==> src/rtl/eesr_pkg.sv <==
package eesr_pkg;
  localparam int unsigned SR_W      = 8;
  localparam int unsigned POS_WPEN  = 7;
  localparam int unsigned POS_BP_HI = 3;
  localparam int unsigned POS_BP_LO = 2;
  localparam int unsigned POS_WEL   = 1;
  localparam int unsigned POS_WIP   = 0;

  typedef enum logic [1:0] {
    PROT_NONE    = 2'b00,
    PROT_QUARTER = 2'b01,
    PROT_HALF    = 2'b10,
    PROT_ALL     = 2'b11
  } prot_e;

  typedef struct packed {
    logic  wpen;
    prot_e bp;
  } nv_t;
endpackage

==> src/rtl/eesr_policy.sv <==
module eesr_policy (
  input  logic clk_i,
  input  logic rst_ni,
  input  logic wr_stb_i,
  input  logic wel_i,
  input  logic wp_ni,
  input  logic wpen_i,
  output logic grant_o,
  output logic done_o
);
  logic hw_lock;
  logic done_q;

  // pin only matters once the enable flag is set
  assign hw_lock = wpen_i & ~wp_ni;
  assign grant_o = wr_stb_i & wel_i & ~hw_lock;

  always_ff @(posedge clk_i or negedge rst_ni) begin
    if (!rst_ni) done_q <= 1'b0;
    else         done_q <= grant_o;
  end
  assign done_o = done_q;

  assert_needs_wel_R4: assert property (@(posedge clk_i) disable iff (!rst_ni)
    (wr_stb_i && !wel_i) |=> !done_o);
  assert_locked_R5: assert property (@(posedge clk_i) disable iff (!rst_ni)
    (wr_stb_i && wpen_i && !wp_ni) |=> !done_o);
  assert_pin_ignored_R7: assert property (@(posedge clk_i) disable iff (!rst_ni)
    (wr_stb_i && wel_i && !wpen_i) |=> done_o);
  assert_unlocked_R6: assert property (@(posedge clk_i) disable iff (!rst_ni)
    (wr_stb_i && wel_i && wp_ni) |=> done_o);
  assert_no_spurious_R9: assert property (@(posedge clk_i) disable iff (!rst_ni)
    !wr_stb_i |=> !done_o);
endmodule

==> src/rtl/eesr_store.sv <==
module eesr_store
  import eesr_pkg::*;
(
  input  logic            clk_i,
  input  logic            rst_ni,
  input  logic            load_i,
  input  logic [SR_W-1:0] data_i,
  output nv_t             nv_o
);
  nv_t nv_q;

  always_ff @(posedge clk_i or negedge rst_ni) begin
    if (!rst_ni) begin
      nv_q <= '{wpen: 1'b0, bp: PROT_NONE};
    end else if (load_i) begin
      nv_q.wpen <= data_i[POS_WPEN];
      nv_q.bp   <= prot_e'(data_i[POS_BP_HI:POS_BP_LO]);
    end
  end
  assign nv_o = nv_q;

  assert_hold_R4: assert property (@(posedge clk_i) disable iff (!rst_ni)
    !load_i |=> $stable(nv_q));
  assert_load_wpen_R3: assert property (@(posedge clk_i) disable iff (!rst_ni)
    load_i |=> (nv_q.wpen == $past(data_i[POS_WPEN])));
  assert_load_bp_R3: assert property (@(posedge clk_i) disable iff (!rst_ni)
    load_i |=> (nv_q.bp == $past(data_i[POS_BP_HI:POS_BP_LO])));
endmodule

==> src/rtl/eesr_region.sv <==
module eesr_region
  import eesr_pkg::*;
#(
  parameter int unsigned ADDR_W = 15
) (
  input  logic [ADDR_W-1:0] addr_i,
  input  prot_e             bp_i,
  output logic              allow_o
);
  localparam int unsigned MSB = ADDR_W - 1;
  localparam int unsigned NSB = (ADDR_W > 1) ? ADDR_W - 2 : 0;

  logic top_half;
  logic top_quarter;

  generate
    if (ADDR_W > 1) begin : g_wide
      assign top_half    = addr_i[MSB];
      assign top_quarter = addr_i[MSB] & addr_i[NSB];
    end else begin : g_narrow
      assign top_half    = addr_i[0];
      assign top_quarter = addr_i[0];
    end
  endgenerate

  always_comb begin
    unique case (bp_i)
      PROT_NONE:    allow_o = 1'b1;
      PROT_QUARTER: allow_o = ~top_quarter;
      PROT_HALF:    allow_o = ~top_half;
      default:      allow_o = 1'b0;
    endcase
  end
endmodule

==> src/rtl/eesr_guard.sv <==
module eesr_guard
  import eesr_pkg::*;
#(
  parameter int unsigned ADDR_W = 15
) (
  input  logic              clk_i,
  input  logic              rst_ni,
  input  logic              wrsr_stb_i,
  input  logic [SR_W-1:0]   wrsr_data_i,
  input  logic              wp_ni,
  input  logic              wel_i,
  input  logic              wip_i,
  output logic [SR_W-1:0]   rdsr_data_o,
  output logic              wrsr_done_o,
  input  logic [ADDR_W-1:0] chk_addr_i,
  output logic              chk_allow_o
);
  nv_t  nv;
  logic grant;

  eesr_policy u_policy (
    .clk_i    (clk_i),
    .rst_ni   (rst_ni),
    .wr_stb_i (wrsr_stb_i),
    .wel_i    (wel_i),
    .wp_ni    (wp_ni),
    .wpen_i   (nv.wpen),
    .grant_o  (grant),
    .done_o   (wrsr_done_o)
  );

  eesr_store u_store (
    .clk_i  (clk_i),
    .rst_ni (rst_ni),
    .load_i (grant),
    .data_i (wrsr_data_i),
    .nv_o   (nv)
  );

  eesr_region #(.ADDR_W(ADDR_W)) u_region (
    .addr_i  (chk_addr_i),
    .bp_i    (nv.bp),
    .allow_o (chk_allow_o)
  );

  always_comb begin
    rdsr_data_o                      = '0;
    rdsr_data_o[POS_WPEN]            = nv.wpen;
    rdsr_data_o[POS_BP_HI:POS_BP_LO] = nv.bp;
    rdsr_data_o[POS_WEL]             = wel_i;
    rdsr_data_o[POS_WIP]             = wip_i;
  end

  assert_open_R10: assert property (@(posedge clk_i) disable iff (!rst_ni)
    (rdsr_data_o[POS_BP_HI:POS_BP_LO] == 2'b00) |-> chk_allow_o);
  assert_full_R10: assert property (@(posedge clk_i) disable iff (!rst_ni)
    (rdsr_data_o[POS_BP_HI:POS_BP_LO] == 2'b11) |-> !chk_allow_o);
  assert_upper_R10: assert property (@(posedge clk_i) disable iff (!rst_ni)
    ((rdsr_data_o[POS_BP_HI:POS_BP_LO] != 2'b00) && (&chk_addr_i)) |-> !chk_allow_o);
  assert_zero_bits_R2: assert property (@(posedge clk_i) disable iff (!rst_ni)
    rdsr_data_o[6:4] == 3'b000);
  assert_done_changes_R9: assert property (@(posedge clk_i) disable iff (!rst_ni)
    wrsr_done_o |-> (rdsr_data_o[POS_WPEN] == $past(wrsr_data_i[POS_WPEN])));
endmodule

==> config.mk <==
export PLATFORM = sky130hd
export DESIGN_NAME = eesr_guard
export DESIGN_NICKNAME = d
export VERILOG_FILES = /design/src/rtl/eesr_pkg.sv /design/src/rtl/eesr_policy.sv /design/src/rtl/eesr_store.sv /design/src/rtl/eesr_region.sv /design/src/rtl/eesr_guard.sv
export SDC_FILE = /design/constraint.sdc
export NUM_CORES = 1
export LEC_CHECK = 0
export CAP_MARGIN = 20
export CORE_AREA = 2 2 39 41
export DETAILED_ROUTE_END_ITERATION = 6
export DIE_AREA = 0 0 41 43
export GPL_TIMING_DRIVEN = 0
export HOLD_SLACK_MARGIN = 0.06
export PLACE_DENSITY = 0.67
export SYNTH_ARGS = -nofsm -noshare
export SYNTH_HDL_FRONTEND = slang
export SYNTH_SLANG_ARGS = --single-unit
==> constraint.sdc <==
create_clock -name clk_i -period 1.3 [get_ports clk_i]
set_input_delay 0.26 -clock clk_i [delete_from_list [all_inputs] [get_ports clk_i]]
set_output_delay 0.26 -clock clk_i [all_outputs]
set_load 0.005 [all_outputs]
## After elaboration in Yosys (flattened, before gate mapping)

Index checks and enable logic that the tools add are counted.
W data, S select, Z words.

| storage, ports and cells | value |
|---|---|
| register bits after elaboration | 4 |
| bits in latches | 0 |
| memory bits (writable) | 0 |
| bits in read-only memories | 0 |
| input bits | 29 |
| output and inout port bits | 10 |
| logic and storage cells | 15 |
| memories kept | 0 |

| cells by class | value |
|---|---|
| $add $sub $neg | 0 |
| $mul | 0 |
| divide/modulo/power cells | 0 |
| $lt $le $gt $ge | 0 |
| equal/unequal tests | 2 |
| shift-type cells | 0 |
| muxes and demuxes | 1 |
| bitwise logic cells | 8 |
| reductions and logical operators | 1 |

Operator list:

| operator | count |
|---|---|
| $and A1 B1 Y1 | 4 |
| $not A1 Y1 | 4 |
| $pmux W1 S3 | 1 |
| $eq A2 B1 Y1 const B | 1 |
| $eq A2 B2 Y1 const B | 1 |
| $logic_not A2 Y1 | 1 |

## Longest topological paths before layout

Gate-level depths: netlist of run 1.

| logic depth | value |
|---|---|
| word-level depth | 4 |
| mapped depth | 3 |
| mapped depth without buffers | 3 |

## By module

Synthesis of run 1 repeated with hierarchy kept, for this count alone.

| second synthesis, totals | value |
|---|---|
| cells, all modules | 18 |
| area total of the unflattened synthesis | 205.2 um^2 |

By module, submodules not included:

| module | times used | cells each | area each (um^2) | sequential area each (um^2) |
|---|---|---|---|---|
| eesr_store | 1 | 6 | 108.9 | 75.1 |
| eesr_guard | 1 | 6 | 41.3 | 0.0 |
| eesr_policy | 1 | 4 | 41.3 | 25.0 |
| eesr_region | 1 | 2 | 13.8 | 0.0 |

## Worst setup path before layout of run 1

Ideal clock, no wire load.

| timing | value |
|---|---|
| path type | reg2reg |
| start point | reg u_store.nv_q, in the netlist u_store.nv_o[2] |
| end point | reg u_store.nv_q, in the netlist u_store.nv_o[0] |
| setup time | 125 ps |
| arrival | 873 ps |
| required time | 1175 ps |
| setup slack | 302 ps |
| cell stages (with the launch flop) | 3 |
| buffers on the path | 0 |
| period minus slack after synthesis | 998 ps |
| cell sequence | dfrtp_1 a21oi_2 mux2_2 |

| on the way | value |
|---|---|
| longest elaborated chain between the ends | 3 |

Ends and longest elaborated chain:

| item | RTL line | text |
|---|---|---|
| from (decl) | eesr_store.sv:10 | `nv_t nv_q;` |
| from (signal assigned) | eesr_store.sv:14 | `nv_q <= '{wpen: 1'b0, bp: PROT_NONE};` |
| $and A1 B1 Y1 | eesr_policy.sv:15 | `assign hw_lock = wpen_i & ~wp_ni;` |
| $not A1 Y1 | eesr_policy.sv:16 | `assign grant_o = wr_stb_i & wel_i & ~hw_lock;` |
| $and A1 B1 Y1 | eesr_policy.sv:16 |  |
| via grant | eesr_guard.sv:19 | `logic grant;` |

The timed path passes the listed nets, and every way through them passes these cells.
A chain may end at the register's enable or synchronous reset.

## Final worst setup path of run 1

| timing | value |
|---|---|
| start point | reg u_store.nv_q, in the netlist u_store.nv_o[1] |
| end point | out chk_allow_o |

| on the way | value |
|---|---|
| longest elaborated chain between the ends | 2 |
| elaborated cells between the ends (all ways) | 4 |
| classes of those cells | eq/ne (2); mux (1); reduce/logical (1) |

Ends and longest elaborated chain:

| item | RTL line | text |
|---|---|---|
| $eq A2 B2 Y1 (tied with other cells) | eesr_region.sv:27 | `unique case (bp_i)` |
| $pmux W1 S3 (*) | eesr_region.sv:27 |  |
| to (decl) | eesr_guard.sv:16 | `output logic chk_allow_o` |

Mark *: on every way between the ends. The rest lies on a longest branch, timed or not.

==> qor.txt, run 1 <==
Status: complete, but fails checks
Violated checks: setup timing
CTS tree: yes
Post-route cell area: 438 µm²
Global-route wire length before repair: 503 µm
Post-synth top cells: buf_4, dfrtp_1, mux2_2
CP cell instances: a21o_1, a22oi_1, buf_2
Clock skew: 0.181 ps
Drc violations: 0
Pwr Density: 1030 nW/µm²
Crit-path slowest cell: dfrtp_1
Register area share after synthesis: 0.460
IO Pins: 39
Final Max Tran Viols: 0
Vias in the first global route: 141
Post-DR wirelength/cell: 6.85 µm
Slowest cell delay on critical path: 390 ps
Die height: 43 µm
Clock buffer depth: 2
Post-synth EDFFs: 0
Synth area leader: dfrtp_1
Die W: 41 µm
Grt ovf: 0
Drt pass-1 iters: 2
Synth Flop Type: dfrtp_1
CTS Buf Count: 3
Setup Total Neg Slack: -9.45 ps
Synth-to-Final Area Change: 101%
Hold Worst Slack: 227 ps
Drt initial violations: 1
H-Tree Level Count: 1
Post-route total power: 0.450 mW
Clock slew seen by the registers of the worst setup and hold paths: 40 ps
Arrival @ worst endpoint: 1050 ps
Final HPWL DP: 345 µm
Setup Viol. Count Final: 1
Core box area: 1380 µm²
Post-Syn Area per Cell: 10.9 µm²
Clock insertion delay at the later pin of the skew report: 230 ps
Pin count of the biggest net entering global routing: 5
Cell Rows: 14
Post-CTS Hold Buffers: 0
Leakage: 0.235 nW
ANT cells: 0
Initial Util: 0.157
Worst hold path type: input pin to async pin
Fraction of layout cells with a size suffix above 1: 0.372
Via count: 203
CP endpoint kind: output pin
Final Worst Setup Slack: -9.45 ps
Routed Antenna Nets: 0
GRT Total Usage: 0.0492
Final min period: 1310 ps
Kind of critical path: flip-flop to output pin
Reg2Reg Setup Slack: 170 ps
Most common cell in the netlist: buf_4
Placer Congestion: 0.539
Initial antenna violation count: 0
VDD IR max: 284 µV
Tcrit/Tclk final: 1.01
Fin. Hold Viols: 0
Fmax: 764 MHz
RSZ-0062 raised after global routing: true
Root Driver: clkbuf_4
CP required: 1040 ps
Unique masters post-synth: 11
CP max FO: 4
CTS sink count: 4
Startpoint types: flip-flop
Synthesized flop and latch total: 4
DR vias/cell: 3.44
# port buffers: 16
Synth Warn #: 0
Post-Synthesis Cells: 20
Placed cell area: 405 µm²
Post-layout nets: 74
Total die area: 1760 µm²
Max Cap Viol: 0
Synth area leaders: dfrtp_1, buf_4, mux2_2
Routed wire length: 404 µm
Asr flop ratio synth: 1.00
Top-area cell type share of the netlist area: 0.460
Mapped cell area: 218 µm²
## sequential cells by signal (all words and copies together) (netlist names)
register,cells
u_store.nv_o,3
u_policy.done_o,1
## worst paths after layout
| path | start | end | cells after the start |
|---|---|---|---|
| worst max register to register | u_store.nv_o[2]$_DFFE_PN0P_ | u_store.nv_o[0]$_DFFE_PN0P_ | 3 |
| max in group asynchronous | rst_ni | u_policy.done_o$_DFF_PN0_ | 1 |
| min in group clk_i | wel_i | u_policy.done_o$_DFF_PN0_ | 3 |
| worst min-delay path | rst_ni | u_store.nv_o[0]$_DFFE_PN0P_ | 1 |
| worst min register to register | u_store.nv_o[2]$_DFFE_PN0P_ | u_policy.done_o$_DFF_PN0_ | 2 |
| worst max-delay path | u_store.nv_o[1]$_DFFE_PN0P_ | chk_allow_o | 3 |
## per-stage QoR
stage          worst slack (ps)   util  std cells
2_1_floorplan               302      -         22
3_3_place_gp               -436  0.293         54
3_5_place_dp               -451  0.293         54
4_1_cts                   -46.0  0.313         59
5_1_grt                   -63.6  0.316         59
6_report                  -9.45  0.316         59
## cells by family after synthesis
logic type / share of synthesized area
flip-flops: 0.460
AO/OA/AOI/OAI: 0.155
other: 0.0172
buffers and inverters: 0.224
AND/OR/NAND/NOR: 0.0402
multiplexers: 0.103
## area by class of cell
type | instances | area [µm²]
plain buffers | 6 | 45.0
clock buffers | 3 | 22.5
fillers | 152 | 946
inverters | 1 | 3.75
multi-input cells | 11 | 76.3
flip-flops and latches | 4 | 100
well taps | 16 | 20.0
repair buffers | 18 | 170
## routing by layer
metal	wire length (µm)	vias up	track usage
met3	54	2	0.0157
met4	22	0	0.0800
li1	-	105	-
met2	202	12	0.0750
met1	125	84	0.0322
met5	0	-	0
## timing repair
item                                    4_1_cts  5_1_grt
setup buffers                                 2        0
resized for setup                            12        2
pin swaps                                     0        2
endpoints found under the setup margin        5        2
## placed cells by master, fill, tap and decap left out, drive strengths merged
master         n
nand2          1
a22oi          1
nand3          1
clkdlybuf4s50  7
inv            1
mux2           2
clkbuf         3
dlygate4sd2    5
buf            9
a21oi          1
a32o           1
dfrtp          4
conb           3
clkdlybuf4s15  1
a21o           1
dlymetal6s2s   2
## report_power, final
group / total [mW] / switching (mW) / internal [mW]
clock: 0.152 / 0.0485 / 0.103
combinational: 0.142 / 0.0420 / 0.100
sequential: 0.156 / 0.0110 / 0.145
total: 0.450 / 0.101 / 0.348
## worst max-delay path, delay by kind of cell, from the launching register on
| kind | cells | cell delay [ps] |
|---|---|---|
| AOI/OAI and AO/OA | 2 | 290 |
| buffers and inverters | 1 | 130 |
| DFF | 1 | 390 |
Note: power is estimated with default switching activity, not from simulation.
==> run 2, diff against run 1 <==
--- a/config.mk
+++ b/config.mk
@@ -6,12 +6,14 @@
 export NUM_CORES = 1
 export LEC_CHECK = 0
 export CAP_MARGIN = 20
-export CORE_AREA = 2 2 39 41
+export CELL_PAD_IN_SITES_DETAIL_PLACEMENT = 2
+export CELL_PAD_IN_SITES_GLOBAL_PLACEMENT = 2
+export CORE_MARGIN = 2
+export CORE_UTILIZATION = 10
 export DETAILED_ROUTE_END_ITERATION = 6
-export DIE_AREA = 0 0 41 43
 export GPL_TIMING_DRIVEN = 0
 export HOLD_SLACK_MARGIN = 0.06
-export PLACE_DENSITY = 0.67
+export PLACE_DENSITY_LB_ADDON = 0.1
 export SYNTH_ARGS = -nofsm -noshare
 export SYNTH_HDL_FRONTEND = slang
 export SYNTH_SLANG_ARGS = --single-unit
==> run 2 against run 1 <==
  * First-iteration DRC count is 100% higher
  * Sequential power up 4%
  * Combinational power decreased by 14%
  * Sequential share of layout area rose by 0.53 points
  * Utilization decreased by 10 points
  * The run still ends with setup timing left
  * Cell count grew 14%
  * Register-to-register slack gained 80 ps
  * Largest cell class unchanged
  * Flip-flop and latch count did not move
  * Critical endpoint unchanged
==> qor.txt, run 2 (same netlist as run 1, synthesis figures left out) <==
Die W: 50.7 µm
Initial antenna violation count: 0
Pin count of the biggest net entering global routing: 5
Clock insertion delay at the later pin of the skew report: 230 ps
VDD IR max: 321 µV
Fill count: 255
Violated checks: setup timing
Max FFs per register: 3
Post-CTS Hold Buffers: 0
Pwr Density: 1020 nW/µm²
Core box area: 2000 µm²
Initial Util: 0.109
# port buffers: 16
Register Area: 100 µm²
Via count: 204
Die height: 50.7 µm
Power Internal: 0.330 mW
Multi-input logic area: 83.8 µm²
CP endpoint kind: output pin
Grt ovf: 0
Arrival @ worst endpoint: 1090 ps
Final Worst Setup Slack: -53.3 ps
CTS Buf Count: 3
Startpoint types: input pin
Worst hold path type: input pin to async pin
Kind of critical path: input pin to output pin
Root Driver: clkbuf_4
R2R Path Start: u_store.nv_o[2]$_DFFE_PN0P_
Post-layout nets: 71
Tcrit/Tclk final: 1.04
Most frequent cells in the layout: clkdlybuf4s50_1, buf_4, dlygate4sd2_1
Global-route wire length before repair: 1.01 mm
Clock skew: 1.54 ps
Setup repair bufs after CTS: 0
DP Cell Count: 65
Fin. Hold Viols: 0
Total die area: 2570 µm²
Drt initial violations: 2
Switching part of the total: 0.245
CP required: 1040 ps
Status: complete, but fails checks
Fraction of layout cells with a size suffix above 1: 0.325
GRT Total Usage: 0.0534
Clock slew seen by the registers of the worst setup and hold paths: 40 ps
Post-route total power: 0.437 mW
Vias in the first global route: 243
Clock buffer depth: 2
IO Pins: 39
Max Cap Viol: 0
Placer Congestion: 0.588
Synth-to-Final Area Change: 96.6%
Clk network pwr share: 0.348
ANT cells: 0
CTS tree: yes
Seq pwr share: 0.372
Final core utilization: 0.214
Leakage: 0.208 nW
H-Tree Level Count: 1
Drc violations: 0
RSZ-0062 raised after global routing: true
Post-DR wirelength/cell: 9.25 µm
Cell Rows: 16
Final Max Tran Viols: 0
Setup Viol. Count Final: 1
Routed wire length: 620 µm
Crit. Startpoint: chk_addr_i[13]
Final min period: 1350 ps
CTS sink count: 4
Most common cell after layout, fill and taps aside: clkdlybuf4s50_1
Drt pass-1 iters: 2
Combinational share of power: 0.280
Routed Antenna Nets: 0
CP max FO: 1
Fmax: 739 MHz
Sw Pwr: 0.107 mW
DR vias/cell: 3.04
Finished Layout Cells: 67
-- run 2: cell types whose count changed in the layout (fill, tap and decap cells not counted) --
cell,previous run,this run
a21oi_4,0,1
clkdlybuf4s50_1,7,8
clkdlybuf4s15_2,1,0
buf_4,8,5
buf_2,1,2
dlymetal6s2s_1,2,1
a21oi_2,1,0
-- run 2: worst paths after layout --
| path | slack (ps) | end | depth (start not counted) |
|---|---|---|---|
| worst max-delay path | -50 | chk_allow_o | 4 |
| worst min-delay path | 230 | u_store.nv_o[1]$_DFFE_PN0P_ | 1 |
| worst max register to register | 250 | u_store.nv_o[1]$_DFFE_PN0P_ | 2 |
| worst min register to register | 540 | u_store.nv_o[0]$_DFFE_PN0P_ | 1 |
| max in group asynchronous | 900 | u_store.nv_o[2]$_DFFE_PN0P_ | 1 |
| min in group clk_i | 340 | u_store.nv_o[2]$_DFFE_PN0P_ | 2 |
-- run 2: critical path, stage by stage --
cell             delay, ps
clkdlybuf4s50_1        400
a21o_1                 150
a22oi_1                140
buf_2                  140
-- run 2: through the flow --
stage	hold slack (ps)	TNS, ps	setup slack (ps)	cell area [µm²]
floorplan	-35.6	0	302	225
global placement	478	-1300	-458	419
detailed placement	479	-1410	-488	419
CTS	227	-75.2	-75.2	425
global route	246	-102	-102	428
finish	230	-53.3	-53.3	428
-- run 2: repair_timing --
| action | CTS | global route |
|---|---|---|
| endpoints found under the setup margin | 8 | 4 |
| pin swaps | 0 | 2 |
| resized for setup | 13 | 2 |
| cloned | 0 | 0 |
-- run 2: cell type report --
cell class              count  share of cell area
plain buffers               5              0.0877
inverters                   1             0.00877
repair buffers             16               0.342
well taps                  27              0.0789
multi-input cells          11               0.196
clock buffers               3              0.0526
flip-flops and latches      4               0.234
-- run 2: power by group through the flow --
stage | clock, mW | sequential, mW | combinational (mW)
5_1_grt | 0.168 | 0.167 | 0.135
3_3_place_gp | 0 | 0.164 | 0.153
3_5_place_dp | 0 | 0.164 | 0.156
6_report | 0.152 | 0.163 | 0.122
2_1_floorplan | 0 | 0.162 | 0.0533
4_1_cts | 0.162 | 0.162 | 0.131
-- run 2: per-layer routing --
| metal | global-route usage | vias to the layer above | wire, µm |
|---|---|---|---|
| li1 | - | 99 | - |
| met4 | 0.0405 | 0 | 0 |
| met1 | 0.0559 | 96 | 218 |
| met3 | 0.0119 | 0 | 51 |
| met2 | 0.0921 | 9 | 349 |
| met5 | 0 | - | 0 |
==> run 3, diff against run 2 <==
--- a/config.mk
+++ b/config.mk
@@ -5,7 +5,6 @@
 export SDC_FILE = /design/constraint.sdc
 export NUM_CORES = 1
 export LEC_CHECK = 0
-export CAP_MARGIN = 20
 export CELL_PAD_IN_SITES_DETAIL_PLACEMENT = 2
 export CELL_PAD_IN_SITES_GLOBAL_PLACEMENT = 2
 export CORE_MARGIN = 2
==> constraint.sdc (replaced) <==
create_clock -name clk_i -period 1.3 [get_ports clk_i]
set_input_delay 0.26 -clock clk_i [delete_from_list [all_inputs] [get_ports clk_i]]
set_output_delay 0.26 -clock clk_i [all_outputs]
set_load 0.1 [all_outputs]
==> run 3 against run 2 <==
  * Global-route usage rose by 1.1 points
  * Utilization rose by 2.6 points
  * Via count grew 5.9%
  * Sequential share of layout area shrank 1.5 points
  * Hold slack improved by 5.2 ps
  * The flow still finishes with violations (setup timing)
  * Die area stayed put
  * Flip-flop and latch count is the same
  * Register-to-register slack worse by 50 ps
  * Non-clock buffer count grew 2
  * Maximum frequency down 11%
  * Clock skew barely moved
  * Largest power group is now combinational logic
==> qor.txt, run 3 (same netlist as run 1, synthesis figures left out) <==
Most frequent cells in the layout: buf_4, clkdlybuf4s50_1, conb_1, clkbuf_4
Worst hold path type: input pin to async pin
Most common cell after layout, fill and taps aside: buf_4
M3 GR Usage: 0.0298
Tcrit/Tclk final: 1.17
Startpoint types: flip-flop
Setup Viol. Count Final: 1
Post-DR wirelength/cell: 10.6 µm
Largest delay share family, worst path: flip-flops
Drc violations: 0
Slew of the pin with the lowest slew margin: 545 ps
Fin. Hold Viols: 0
Vias in the first global route: 250
CP endpoint kind: output pin
Placed cell area: 429 µm²
Arrival @ worst endpoint: 1260 ps
Cell Rows: 16
Clock buffer depth: 2
Final Max Tran Viols: 0
Final core utilization: 0.239
Status: complete, but fails checks
VDD IR max: 516 µV
Post-CTS Hold Buffers: 0
Clock skew: 1.04 ps
Max Cap Viol: 0
DR vias/cell: 3.13
Via count: 216
Core box area: 2000 µm²
Synth-to-Final Area Change: 120%
Pin count of the biggest net entering global routing: 5
CTS tree: yes
RSZ-0062 raised after global routing: true
H-Tree Level Count: 1
Leakage: 0.235 nW
Die height: 50.7 µm
CP cell instances: a21o_1, a22oi_2, buf_12
Slowest cell delay on critical path: 460 ps
Drt pass-1 iters: 1
CP required: 1040 ps
Total die area: 2570 µm²
Fraction of layout cells with a size suffix above 1: 0.548
Crit-path slowest cell: dfrtp_4
Violated checks: setup timing
Final min period: 1520 ps
# port buffers: 16
Slew headroom: 0.638
Clock insertion delay at the later pin of the skew report: 230 ps
GRT Total Usage: 0.0645
Die W: 50.7 µm
Placer Congestion: 0.566
Root Driver: clkbuf_4
Drt initial violations: 0
ANT cells: 0
IO Pins: 39
Final HPWL DP: 584 µm
Most Crowded Layer GR: met2
CTS sink count: 4
Final Worst Setup Slack: -216 ps
CP max FO: 2
Met2 Usage GRT: 0.123
Pwr Density: 1620 nW/µm²
Initial Util: 0.109
CP Buf/Inv Count: 1
Routed Antenna Nets: 0
Global-route wire length before repair: 1.11 mm
Clock slew seen by the registers of the worst setup and hold paths: 40 ps
Kind of critical path: flip-flop to output pin
Grt ovf: 0
Fmax: 660 MHz
Grt met1 use: 0.0468
Routed wire length: 729 µm
Post-layout nets: 73
CTS Buf Count: 3
Initial antenna violation count: 0
Post-route cell area: 479 µm²
Max FFs per register: 3
==> run 3: cell types whose count changed in the layout (fill, tap and decap cells not counted), sizes merged <==
cell,previous run,this run
dlymetal6s2s,1,2
clkdlybuf4s15,0,1
buf,7,13
clkdlybuf4s50,8,6
dlygate4sd2,5,1
==> run 3: layer usage <==
metal | vias to the layer above | share of wire
li1 | 104 | -
met1 | 104 | 0.30
met2 | 8 | 0.63
met3 | 0 | 0.067
met4 | 0 | 0
met5 | - | 0
==> run 3: power by group <==
part	switching [mW]	leakage (nW)	internal, mW
combinational	0.321	0.175	0.141
clock	0.0462	0.0138	0.103
sequential	0.0158	0.0462	0.151
==> run 3: stage by stage <==
step	setup TNS, ps	instances	setup WS [ps]	power (mW)	hold WS (ps)
after floorplan	-679	22	-679	0.491	-35.6
after global placement	-4850	65	-1100	0.591	478
after detailed placement	-4950	65	-1130	0.596	479
after CTS	-309	68	-246	0.769	228
after global routing	-256	69	-256	0.808	248
final	-216	69	-216	0.777	235
==> run 3: worst paths after layout <==
| check | startpoint | end | slack (ps) | depth (start not counted) |
|---|---|---|---|---|
| min in group clk_i | wrsr_stb_i | u_policy.done_o$_DFF_PN0_ | 360 | 3 |
| min | rst_ni | u_policy.done_o$_DFF_PN0_ | 240 | 1 |
| max in group asynchronous | rst_ni | u_store.nv_o[1]$_DFFE_PN0P_ | 870 | 1 |
| min reg2reg | u_store.nv_o[2]$_DFFE_PN0P_ | u_policy.done_o$_DFF_PN0_ | 520 | 1 |
| max reg2reg | u_store.nv_o[2]$_DFFE_PN0P_ | u_store.nv_o[1]$_DFFE_PN0P_ | 200 | 2 |
| max | u_store.nv_o[1]$_DFFE_PN0P_ | chk_allow_o | -220 | 3 |
==> run 3: repair_timing <==
item / in CTS / in global routing
buffers inserted: 0 / 1
resized for setup: 44 / 6
setup endpoints to repair: 7 / 3
pin swaps: 1 / 2
==> run 3: cell type report <==
cell class | count | area [µm²]
Fill cell | 235 | 1520
Timing Repair Buffer | 17 | 188
Sequential cell | 4 | 105
Multi-Input combinational cell | 11 | 81.3
Buffer | 6 | 45.0
Tap cell | 27 | 33.8
Clock buffer | 3 | 22.5
Inverter | 1 | 3.75
